===== config.mk =====
export PLATFORM = sky130hd
export DESIGN_NAME = core_select_ctrl
export DESIGN_NICKNAME = d
export VERILOG_FILES = /design/src/rtl/csc_pkg.sv /design/src/rtl/csc_pick.sv /design/src/rtl/csc_switch.sv /design/src/rtl/core_select_ctrl.sv
export SDC_FILE = /design/constraint.sdc
export NUM_CORES = 1
export LEC_CHECK = 0
export ABC_AREA = 1
export BUFFER_PORTS_ARGS = -buffer_cell sky130_fd_sc_hd__buf_2
export CAP_MARGIN = 5
export CORE_UTILIZATION = 56
export CTS_BUF_LIST = sky130_fd_sc_hd__clkbuf_16
export CTS_CLUSTER_DIAMETER = 50
export DETAILED_ROUTE_END_ITERATION = 8
export PLACE_DENSITY = 0.89
export SLEW_MARGIN = 40
export SYNTH_ARGS = -nofsm -noshare
export SYNTH_HDL_FRONTEND = slang
export SYNTH_SLANG_ARGS = --single-unit

===== constraint.sdc =====
create_clock -name clk -period 14.74 [get_ports clk]
set_input_delay 0.737 -clock clk [delete_from_list [all_inputs] [get_ports clk]]
set_output_delay 0.737 -clock clk [all_outputs]
set_load 0.02 [all_outputs]

===== src/rtl/csc_pkg.sv =====
package csc_pkg;

    parameter int unsigned MEAS_W = 16;

    typedef enum logic [1:0] {
        SW_RUN,
        SW_WAKE,
        SW_HAND
    } sw_state_e;

    typedef enum logic {
        PH_NORMAL,
        PH_SAMPLE
    } phase_e;

    typedef struct packed {
        logic [MEAS_W-1:0] cyc;
        logic [MEAS_W-1:0] nrg;
    } meas_t;

endpackage


===== src/rtl/csc_pick.sv =====
module csc_pick
    import csc_pkg::*;
#(
    parameter int NUM_CORES = 4
) (
    input  meas_t                          tbl [NUM_CORES],
    output logic [$clog2(NUM_CORES)-1:0]   winner
);
    localparam int IDX_W = $clog2(NUM_CORES);
    localparam int XW    = MEAS_W + 4;

    logic [MEAS_W-1:0] best;
    logic [MEAS_W-1:0] win_nrg;
    logic              found;

    always_comb begin
        best = tbl[0].cyc;
        for (int i = 1; i < NUM_CORES; i++) begin
            if (tbl[i].cyc < best) best = tbl[i].cyc;
        end
        found   = 1'b0;
        winner  = '0;
        win_nrg = '0;
        for (int i = 0; i < NUM_CORES; i++) begin
            if (XW'(tbl[i].cyc) * XW'(10) <= XW'(best) * XW'(11)) begin
                if (!found || tbl[i].nrg < win_nrg) begin
                    found   = 1'b1;
                    winner  = IDX_W'(i);
                    win_nrg = tbl[i].nrg;
                end
            end
        end
    end
endmodule


===== src/rtl/csc_switch.sv =====
module csc_switch
    import csc_pkg::*;
#(
    parameter int NUM_CORES      = 4,
    parameter int RESTART_CYCLES = 1000
) (
    input  logic                          clk,
    input  logic                          rst,
    input  logic                          req,
    input  logic [$clog2(NUM_CORES)-1:0]  req_core,
    output logic [$clog2(NUM_CORES)-1:0]  active,
    output logic                          busy,
    output logic                          handoff,
    output logic [NUM_CORES-1:0]          pwr_en,
    output logic [NUM_CORES-1:0]          run_en
);
    localparam int IDX_W = $clog2(NUM_CORES);
    localparam int RCW   = $clog2(RESTART_CYCLES + 1);

    sw_state_e        state;
    logic [IDX_W-1:0] target;
    logic [RCW-1:0]   rcnt;

    always_ff @(posedge clk) begin
        if (rst) begin
            state  <= SW_RUN;
            active <= IDX_W'(NUM_CORES - 1);
            target <= IDX_W'(NUM_CORES - 1);
            rcnt   <= '0;
        end else begin
            case (state)
                SW_RUN: begin
                    if (req && req_core != active) begin
                        target <= req_core;
                        rcnt   <= '0;
                        state  <= SW_WAKE;
                    end
                end
                SW_WAKE: begin
                    if (rcnt == RCW'(RESTART_CYCLES - 1)) state <= SW_HAND;
                    else                                   rcnt  <= rcnt + 1'b1;
                end
                default: begin
                    active <= target;
                    state  <= SW_RUN;
                end
            endcase
        end
    end

    always_comb begin
        busy    = (state != SW_RUN);
        handoff = (state == SW_HAND);
        run_en  = NUM_CORES'(1) << active;
        pwr_en  = run_en | (busy ? (NUM_CORES'(1) << target) : '0);
    end
endmodule


===== src/rtl/core_select_ctrl.sv =====
module core_select_ctrl
    import csc_pkg::*;
#(
    parameter int NUM_CORES        = 4,
    parameter int NORMAL_INTERVALS = 100,
    parameter int RESTART_CYCLES   = 1000
) (
    input  logic                            clk,
    input  logic                            rst,
    input  logic                            interval_done,
    input  logic [NUM_CORES*MEAS_W-1:0]     core_cycles,
    input  logic [NUM_CORES*MEAS_W-1:0]     core_energy,
    output logic [$clog2(NUM_CORES)-1:0]    active_core,
    output logic [NUM_CORES-1:0]            pwr_en,
    output logic [NUM_CORES-1:0]            run_en,
    output logic                            handoff_req,
    output logic                            busy,
    output logic                            sampling
);
    localparam int IDX_W      = $clog2(NUM_CORES);
    localparam int SAMPLE_LEN = NUM_CORES + 1;
    localparam int NCW        = $clog2(NORMAL_INTERVALS + 1);
    localparam int SIW        = $clog2(SAMPLE_LEN + 1);

    meas_t            lane  [NUM_CORES];
    meas_t            tbl_q [NUM_CORES];
    meas_t            tbl_n [NUM_CORES];
    phase_e           phase;
    logic [NCW-1:0]   ivl_cnt;
    logic [SIW-1:0]   samp_idx;
    logic             done_ok;
    logic             latch;
    logic             req;
    logic [IDX_W-1:0] req_core;
    logic [IDX_W-1:0] winner;

    for (genvar c = 0; c < NUM_CORES; c++) begin : g_lane
        assign lane[c].cyc = core_cycles[c*MEAS_W +: MEAS_W];
        assign lane[c].nrg = core_energy[c*MEAS_W +: MEAS_W];
    end

    assign done_ok = interval_done && !busy;
    assign latch   = done_ok && phase == PH_SAMPLE && samp_idx < SIW'(NUM_CORES);

    always_comb begin
        tbl_n = tbl_q;
        if (latch) tbl_n[active_core] = lane[active_core];
    end

    csc_pick #(.NUM_CORES(NUM_CORES)) u_pick (
        .tbl    (tbl_n),
        .winner (winner)
    );

    always_comb begin
        req      = 1'b0;
        req_core = active_core;
        if (done_ok && phase == PH_NORMAL && ivl_cnt == NCW'(NORMAL_INTERVALS - 1)) begin
            req      = 1'b1;
            req_core = '0;
        end else if (latch) begin
            req      = 1'b1;
            req_core = (samp_idx == SIW'(NUM_CORES - 1)) ? winner
                                                         : IDX_W'(samp_idx + 1'b1);
        end
    end

    always_ff @(posedge clk) begin
        if (rst) begin
            phase    <= PH_NORMAL;
            ivl_cnt  <= '0;
            samp_idx <= '0;
            for (int i = 0; i < NUM_CORES; i++) tbl_q[i] <= '0;
        end else if (done_ok) begin
            if (phase == PH_NORMAL) begin
                if (ivl_cnt == NCW'(NORMAL_INTERVALS - 1)) begin
                    phase    <= PH_SAMPLE;
                    samp_idx <= '0;
                    ivl_cnt  <= '0;
                end else begin
                    ivl_cnt <= ivl_cnt + 1'b1;
                end
            end else begin
                tbl_q <= tbl_n;
                if (samp_idx == SIW'(SAMPLE_LEN - 1)) begin
                    phase    <= PH_NORMAL;
                    samp_idx <= '0;
                end else begin
                    samp_idx <= samp_idx + 1'b1;
                end
            end
        end
    end

    assign sampling = (phase == PH_SAMPLE);

    csc_switch #(.NUM_CORES(NUM_CORES), .RESTART_CYCLES(RESTART_CYCLES)) u_switch (
        .clk      (clk),
        .rst      (rst),
        .req      (req),
        .req_core (req_core),
        .active   (active_core),
        .busy     (busy),
        .handoff  (handoff_req),
        .pwr_en   (pwr_en),
        .run_en   (run_en)
    );
endmodule


==> flow_summary.json, run 1 <==
{
  "status": "finished with violations",
  "violations": "setup timing",
  "grt_max_degree": 91,
  "wire_per_inst_um": 19.61,
  "synth_seq_area_share_pct": 19.17,
  "place_ws_ns": -0.9067,
  "core_region_area_sq_um": 28090,
  "maxCapViolCount": 0,
  "yosys.cell_types.count": 57,
  "setup-violations-final": 13,
  "firstDrtPassIters": 8,
  "critPathArrivalTime_ns": 15.43,
  "drc": 0,
  "ant_nets": 0,
  "period_needed_ns": 15.13,
  "critPathKind": "register to register",
  "clock.fmax_ghz": 0.06610,
  "required_ns": 15.05,
  "critPathLaunchType": "register",
  "die-width_um": 172,
  "cts_sinks": 155,
  "total_power_uw": 933.4,
  "dieArea_sq_um": 29580,
  "grt_use_total_pct": 35.88,
  "synth_edf_count": 0,
  "clk_pin_slew_ns": 0.07,
  "powerDensity_nw_per_um2": 43.67,
  "setup_ws_ns": -0.3879,
  "start_util_pct": 57.62,
  "cts_buffer_depth": 2,
  "drive_above_1_share_pct": 26.80,
  "place_congestion": 0.9830,
  "worst_slew_margin_rel_pct": 18.64,
  "ys.flop_type": "dfxtp_1",
  "crit_slowest_cell": "dfxtp_4",
  "cp_common_cell": "nand2_2",
  "slew_violations": 0,
  "drt_iter0_drc": 2100,
  "htree_levels": 4,
  "avgSynthCellArea_sq_um": 7.027,
  "yosysWarnings": 0,
  "fillerInstances": 1836,
  "grt_pass1_wl_um": 83160,
  "cts_made_buffers": 17,
  "hold_viol": 0,
  "critPathTopFamily": "simple AND/OR/NAND/NOR gates",
  "grt_pass1_vias": 17120,
  "netlist_area_sq_um": 16180,
  "clock_skew_ns": 0.01110,
  "drt-total-wl_um": 60600,
  "ir_worst_vdd_v": 0.00007469,
  "worst_path_largest_cell_delay_ns": 0.37,
  "io_buffer_count": 143,
  "crit_buf_inv": 16,
  "syn_nets": 2756,
  "grt_antenna_before_repair": 3,
  "vias": 18620,
  "areaGrowthSynthToFinish_pct": 32.06,
  "hold_path_class": "register to register",
  "hpwl_um": 41340,
  "pin_count": 144,
  "cp-end-kind": "register",
  "netlist_instances": 2303,
  "clock_latency_ns": 0.45,
  "whs_ns": 0.4817,
  "fin_nets": 3149,
  "leakage_nw": 12.01,
  "cts_tree": "built",
  "fp-row-count": 61,
  "gr-total-overflow": 0,
  "ys_ff_latch": 155,
  "post-route-period-util_pct": 102.6,
  "viasPerCell": 6.023,
  "critPathMaxFanout": 8,
  "synth-async-reset-ratio_pct": 0,
  "tightest_slew_ns": 1.220,
  "rsz0062_at_grt": "true",
  "die_h_um": 172,
  "ctsHoldBuffers": 0,
  "cts_root_buf": "clkbuf_16"
}
-- final cells by class --
cell class / instances / area, sq um / area share [%]
Timing Repair Buffer: 438 / 3204 / 14.99
Tap cell: 378 / 473.0 / 2.213
Inverter: 331 / 1259 / 5.889
Clock inverter: 15 / 177.7 / 0.8313
Clock buffer: 17 / 425.4 / 1.990
Multi-Input combinational cell: 1753 / 12720 / 59.50
Sequential cell: 155 / 3108 / 14.54
Antenna cell: 4 / 10.01 / 0.04683
-- final timing paths --
check / start / cells past startpoint / slack (ns) / to
min reg2reg: samp_idx[1]$_SDFFE_PP0P_ / 2 / 0.48 / samp_idx[1]$_SDFFE_PP0P_
min: samp_idx[1]$_SDFFE_PP0P_ / 2 / 0.48 / samp_idx[1]$_SDFFE_PP0P_
max: u_switch.active[0]$_SDFFE_PP1N_ / 103 / -0.39 / u_switch.rcnt[7]$_SDFFE_PP0P_
max reg2reg: u_switch.active[0]$_SDFFE_PP1N_ / 103 / -0.39 / u_switch.rcnt[7]$_SDFFE_PP0P_
-- per-stage QoR --
step	instance area [sq um]	utilization (%)	setup TNS, ns	cells
2_1_floorplan	16210	-	0	2303
3_3_place_gp	19100	67.99	-5.988	3006
3_5_place_dp	19110	68.03	-10.96	3008
4_1_cts	19880	70.79	0	3047
5_1_grt	21370	76.08	-13.29	3089
6_report	21370	76.10	-4.409	3091
-- what timing repair did --
action / in CTS / in global routing
setup endpoints to repair: 13 / 13
pin swaps: 15 / 103
hold endpoints to repair: 0 / 0
cloned: 2 / 9
buffers inserted: 5 / 30
resized for setup: 49 / 242
-- synthesized netlist by cell type (all sizes together) (3+ instances only) --
cell / instances / share of area, %
inv: 331 / 7.7
a31oi: 3 / 0.12
mux2i: 5 / 0.31
nor3: 18 / 0.56
nand4: 28 / 1.2
nor2: 223 / 5.5
a22oi: 16 / 0.74
dfxtp: 155 / 19
clkbuf: 58 / 1.3
buf: 10 / 0.45
a221oi: 17 / 0.92
o21bai: 13 / 0.63
o21ai: 159 / 4.9
o211ai: 3 / 0.14
o221a: 6 / 0.42
or2: 27 / 1.0
o21a: 67 / 3.1
nor3b: 3 / 0.14
nand3b: 5 / 0.23
xnor2: 29 / 1.6
nand3: 62 / 2.1
a21o: 7 / 0.32
a21boi: 15 / 0.70
ha: 306 / 24
and2: 4 / 0.15
o31ai: 5 / 0.23
o221ai: 5 / 0.27
nor4: 4 / 0.15
xor2: 43 / 2.3
a211oi: 18 / 0.83
a21oi: 156 / 4.8
nand2: 465 / 11
fa: 16 / 2.0
a22o: 13 / 0.70
-- logic make-up after synthesis --
group	count (synthesis)	synth area share, %
XOR/XNOR	72	3.896
adder cells (fa/ha/maj)	322	25.64
buffers and inverters	399	9.470
AND/OR/NAND/NOR	843	22.40
flip-flops	155	19.17
AO/OA/AOI/OAI	507	19.11
multiplexers	5	0.3093
-- metal layers --
metal	share of wire (%)	GRT usage, %	vias to the layer above
li1	-	-	8481
met1	37	42.89	8659
met2	45	60.82	1144
met3	11	6.432	333
met4	6.8	19.55	0
met5	0	0	-
-- power breakdown --
group,switching (mW),internal (mW)
Combinational,0.0294,0.0234
Sequential,0.000386,0.419
Clock,0.206,0.256
Total,0.236,0.698
-- cell usage in the layout (no fill, tap or decap), drive strengths merged, types with 6 or more instances in the layout --
cell type,synthesis,layout
o21ai,159,159
inv,331,336
o221a,6,6
nand2,465,468
xnor2,29,29
clkbuf,58,22
ha,306,306
o21a,67,67
or2,27,27
nand3,62,63
a221oi,17,17
xor2,43,43
a21o,7,7
a22oi,16,16
nand4,28,28
a211oi,18,18
fa,16,16
nor2,223,223
o21bai,13,13
a21oi,156,156
dfxtp,155,155
a21boi,15,15
nor3,18,18
a22o,13,13
buf,10,433
-- state kept, by name, indices dropped and copies added, names as in the netlist --
name             count
samp_idx             3
tbl_q              128
ivl_cnt              7
u_switch.active      2
sampling             1
u_switch.state       2
u_switch.target      2
u_switch.rcnt       10
-- worst register-to-register path: cells and delay by family, from the launching register on --
kind                     cells  cell delay, ns
AND/OR/NAND/NOR             46            4.71
AO/OA/AOI/OAI               29            4.57
adder cells (fa/ha/maj)     10            2.82
buffers and inverters       16            2.24
flip-flops                   1            0.37
XOR/XNOR                     2            0.30
Note: power is estimated with default switching activity, not from simulation.
==> run 2: changes to the inputs <==
--- a/config.mk
+++ b/config.mk
@@ -6,13 +6,14 @@
 export NUM_CORES = 1
 export LEC_CHECK = 0
 export ABC_AREA = 1
+export ABC_CLOCK_PERIOD_IN_PS = 14740
 export BUFFER_PORTS_ARGS = -buffer_cell sky130_fd_sc_hd__buf_2
 export CAP_MARGIN = 5
-export CORE_UTILIZATION = 56
-export CTS_BUF_LIST = sky130_fd_sc_hd__clkbuf_16
+export CORE_UTILIZATION = 57
+export CTS_BUF_LIST = sky130_fd_sc_hd__clkbuf_4 sky130_fd_sc_hd__clkbuf_8
 export CTS_CLUSTER_DIAMETER = 50
 export DETAILED_ROUTE_END_ITERATION = 8
-export PLACE_DENSITY = 0.89
+export PLACE_DENSITY = 0.9
 export SLEW_MARGIN = 40
 export SYNTH_ARGS = -nofsm -noshare
 export SYNTH_HDL_FRONTEND = slang
==> run 2 against run 1 <==
The run ends with slew limit, setup timing left. Cell area increased by 0.45%. Fmax fell by 2.3%. Highest routed layer is now met5. Utilization is 0.97 points higher. Sequential share of layout area decreased by 0.054 points. Critical path type unchanged.
==> flow_summary.json, run 2 (synthesis results as in run 1) <==
{
  "place_inst": 3018,
  "dieArea_sq_um": 29070,
  "hold_viol": 0,
  "cts_root_buf": "clkbuf_8",
  "r2r_cells": 104,
  "gr-total-overflow": 0,
  "violations": "slew limit, setup timing",
  "clock.fmax_ghz": 0.06461,
  "setup_ws_ns": -0.7371,
  "leakage_nw": 12.12,
  "hpwl_um": 40350,
  "htree_levels": 4,
  "pin_count": 144,
  "wire_per_inst_um": 19.42,
  "ant_nets": 0,
  "critPathArrivalTime_ns": 15.82,
  "total_power_uw": 826.4,
  "place_ws_ns": -0.9653,
  "start_util_pct": 58.10,
  "critPathMaxFanout": 8,
  "cp-end-kind": "register",
  "grt_use_total_pct": 34.41,
  "io_buffer_count": 143,
  "final_cell_mix": "412 x nand2_1, 307 x inv_1, 280 x buf_4, 273 x ha_1, 205 x nor2_1",
  "top_regs": "tbl_q x128, u_switch.rcnt x10, ivl_cnt x7",
  "slew_violations": 4,
  "grt_max_degree": 104,
  "powerDensity_nw_per_um2": 38.49,
  "wl_met1_um": 22190,
  "worst_hold_path.num_cells": 2,
  "layout.cells.non_filler": 3113,
  "cts_sinks": 155,
  "route.met3.wl_um": 6327,
  "final_common_cell": "nand2_1",
  "post-route-period-util_pct": 105.0,
  "place_congestion": 0.9763,
  "clk_pin_slew_ns": 0.09,
  "maxCapViolCount": 0,
  "dpl-instance-area_sq_um": 19200,
  "worst_path_largest_cell_delay_ns": 0.55,
  "core_region_area_sq_um": 27860,
  "grt_pass1_vias": 16610,
  "hold_path_class": "register to register",
  "ir_worst_vdd_v": 0.00005270,
  "critPathLaunchType": "register",
  "grt_antenna_before_repair": 2,
  "drt-total-wl_um": 60470,
  "cts_tree": "built",
  "drt_iter0_drc": 1948,
  "largest_register_ff_count": 128,
  "firstDrtPassIters": 8,
  "viasPerCell": 6.040,
  "top_register": "tbl_q",
  "dr.max_layer_used": "met5",
  "design_area_sq_um": 21470,
  "tightest_slew_ns": 1.534,
  "clock_skew_ns": 0.01769,
  "cts_made_buffers": 17,
  "period_needed_ns": 15.48,
  "setup-violations-final": 13,
  "grt_pass1_wl_um": 79140,
  "rsz0062_at_grt": "true",
  "cts_buffer_depth": 2,
  "critPathKind": "register to register",
  "fp-row-count": 61,
  "wl_met2_um": 27520,
  "cp_common_cell": "nand2_1",
  "die-width_um": 170.5,
  "status": "finished with violations",
  "drive_above_1_share_pct": 27.54,
  "die_h_um": 170.5,
  "worst_slew_margin_rel_pct": -2.297,
  "fin_nets": 3174,
  "crit_slowest_cell": "fa_1",
  "vias": 18800,
  "required_ns": 15.09,
  "clock_latency_ns": 0.50,
  "r2r_setup_slack_ns": -0.74,
  "drc": 0,
  "whs_ns": 0.4882,
  "areaGrowthSynthToFinish_pct": 32.66
}
-- run 2: cell types whose count changed in the layout (fill, tap and decap cells not counted), moves of 5 or more --
| cell | before | now |
|---|---|---|
| buf_4 | 260 | 280 |
| clkbuf_16 | 21 | 7 |
| clkbuf_8 | 0 | 19 |
| ha_4 | 25 | 30 |
| inv_1 | 313 | 307 |
| inv_2 | 13 | 19 |
| nand2_1 | 406 | 412 |
| nand2_2 | 42 | 35 |
| o21ai_0 | 107 | 101 |
| o21ai_1 | 20 | 32 |
| o21ai_4 | 11 | 4 |
-- run 2: where the power goes --
group / switching, mW / internal [mW]
registers: 0.000373 / 0.418
logic: 0.0275 / 0.0234
clock network: 0.177 / 0.180
total: 0.205 / 0.622
-- run 2: timing repair --
action | 4_1_cts | 5_1_grt
buffers inserted | 9 | 40
pin swaps | 14 | 102
setup endpoints to repair | 13 | 13
cloned | 4 | 11
resized for setup | 42 | 253
hold buffers | 0 | 0
-- run 2: metal layers --
layer	GRT usage, %	up-vias
met3	5.829	371
met4	15.04	2
met1	41.34	8696
met2	60.02	1214
li1	-	8518
met5	0	-
-- run 2: critical path, delay by kind of cell (launching register included) --
| family | cells | cell delay, ns |
|---|---|---|
| AND/OR/NAND/NOR | 50 | 5.01 |
| buffers and inverters | 17 | 2.19 |
| adder cells (fa/ha/maj) | 10 | 3.00 |
| flip-flops | 1 | 0.40 |
| AO/OA/AOI/OAI | 27 | 4.69 |
-- run 2: cell type report --
| class | instances | area (sq um) |
|---|---|---|
| Multi-Input combinational cell | 1754 | 12710 |
| Fill cell | 1689 | 6389 |
| Timing Repair Buffer | 462 | 3478 |
| Sequential cell | 155 | 3110 |
| Inverter | 331 | 1267 |
| Tap cell | 378 | 473.0 |
| Clock buffer | 20 | 269.0 |
| Clock inverter | 12 | 162.7 |
| Antenna cell | 1 | 2.502 |
-- run 2: worst paths after layout --
kind                                   start                       endpoint
max reg2reg  u_switch.active[1]$_SDFFE_PP1N_  u_switch.rcnt[8]$_SDFFE_PP0P_
max          u_switch.active[1]$_SDFFE_PP1N_  u_switch.rcnt[8]$_SDFFE_PP0P_
min reg2reg          ivl_cnt[6]$_SDFFE_PP0P_        ivl_cnt[6]$_SDFFE_PP0P_
min                  ivl_cnt[6]$_SDFFE_PP0P_        ivl_cnt[6]$_SDFFE_PP0P_
-- run 2: through the flow --
step	setup TNS, ns	util [%]
2_1_floorplan	0	-
3_3_place_gp	-5.173	68.89
3_5_place_dp	-11.90	68.92
4_1_cts	0	71.21
5_1_grt	-16.23	77.06
6_report	-8.873	77.07
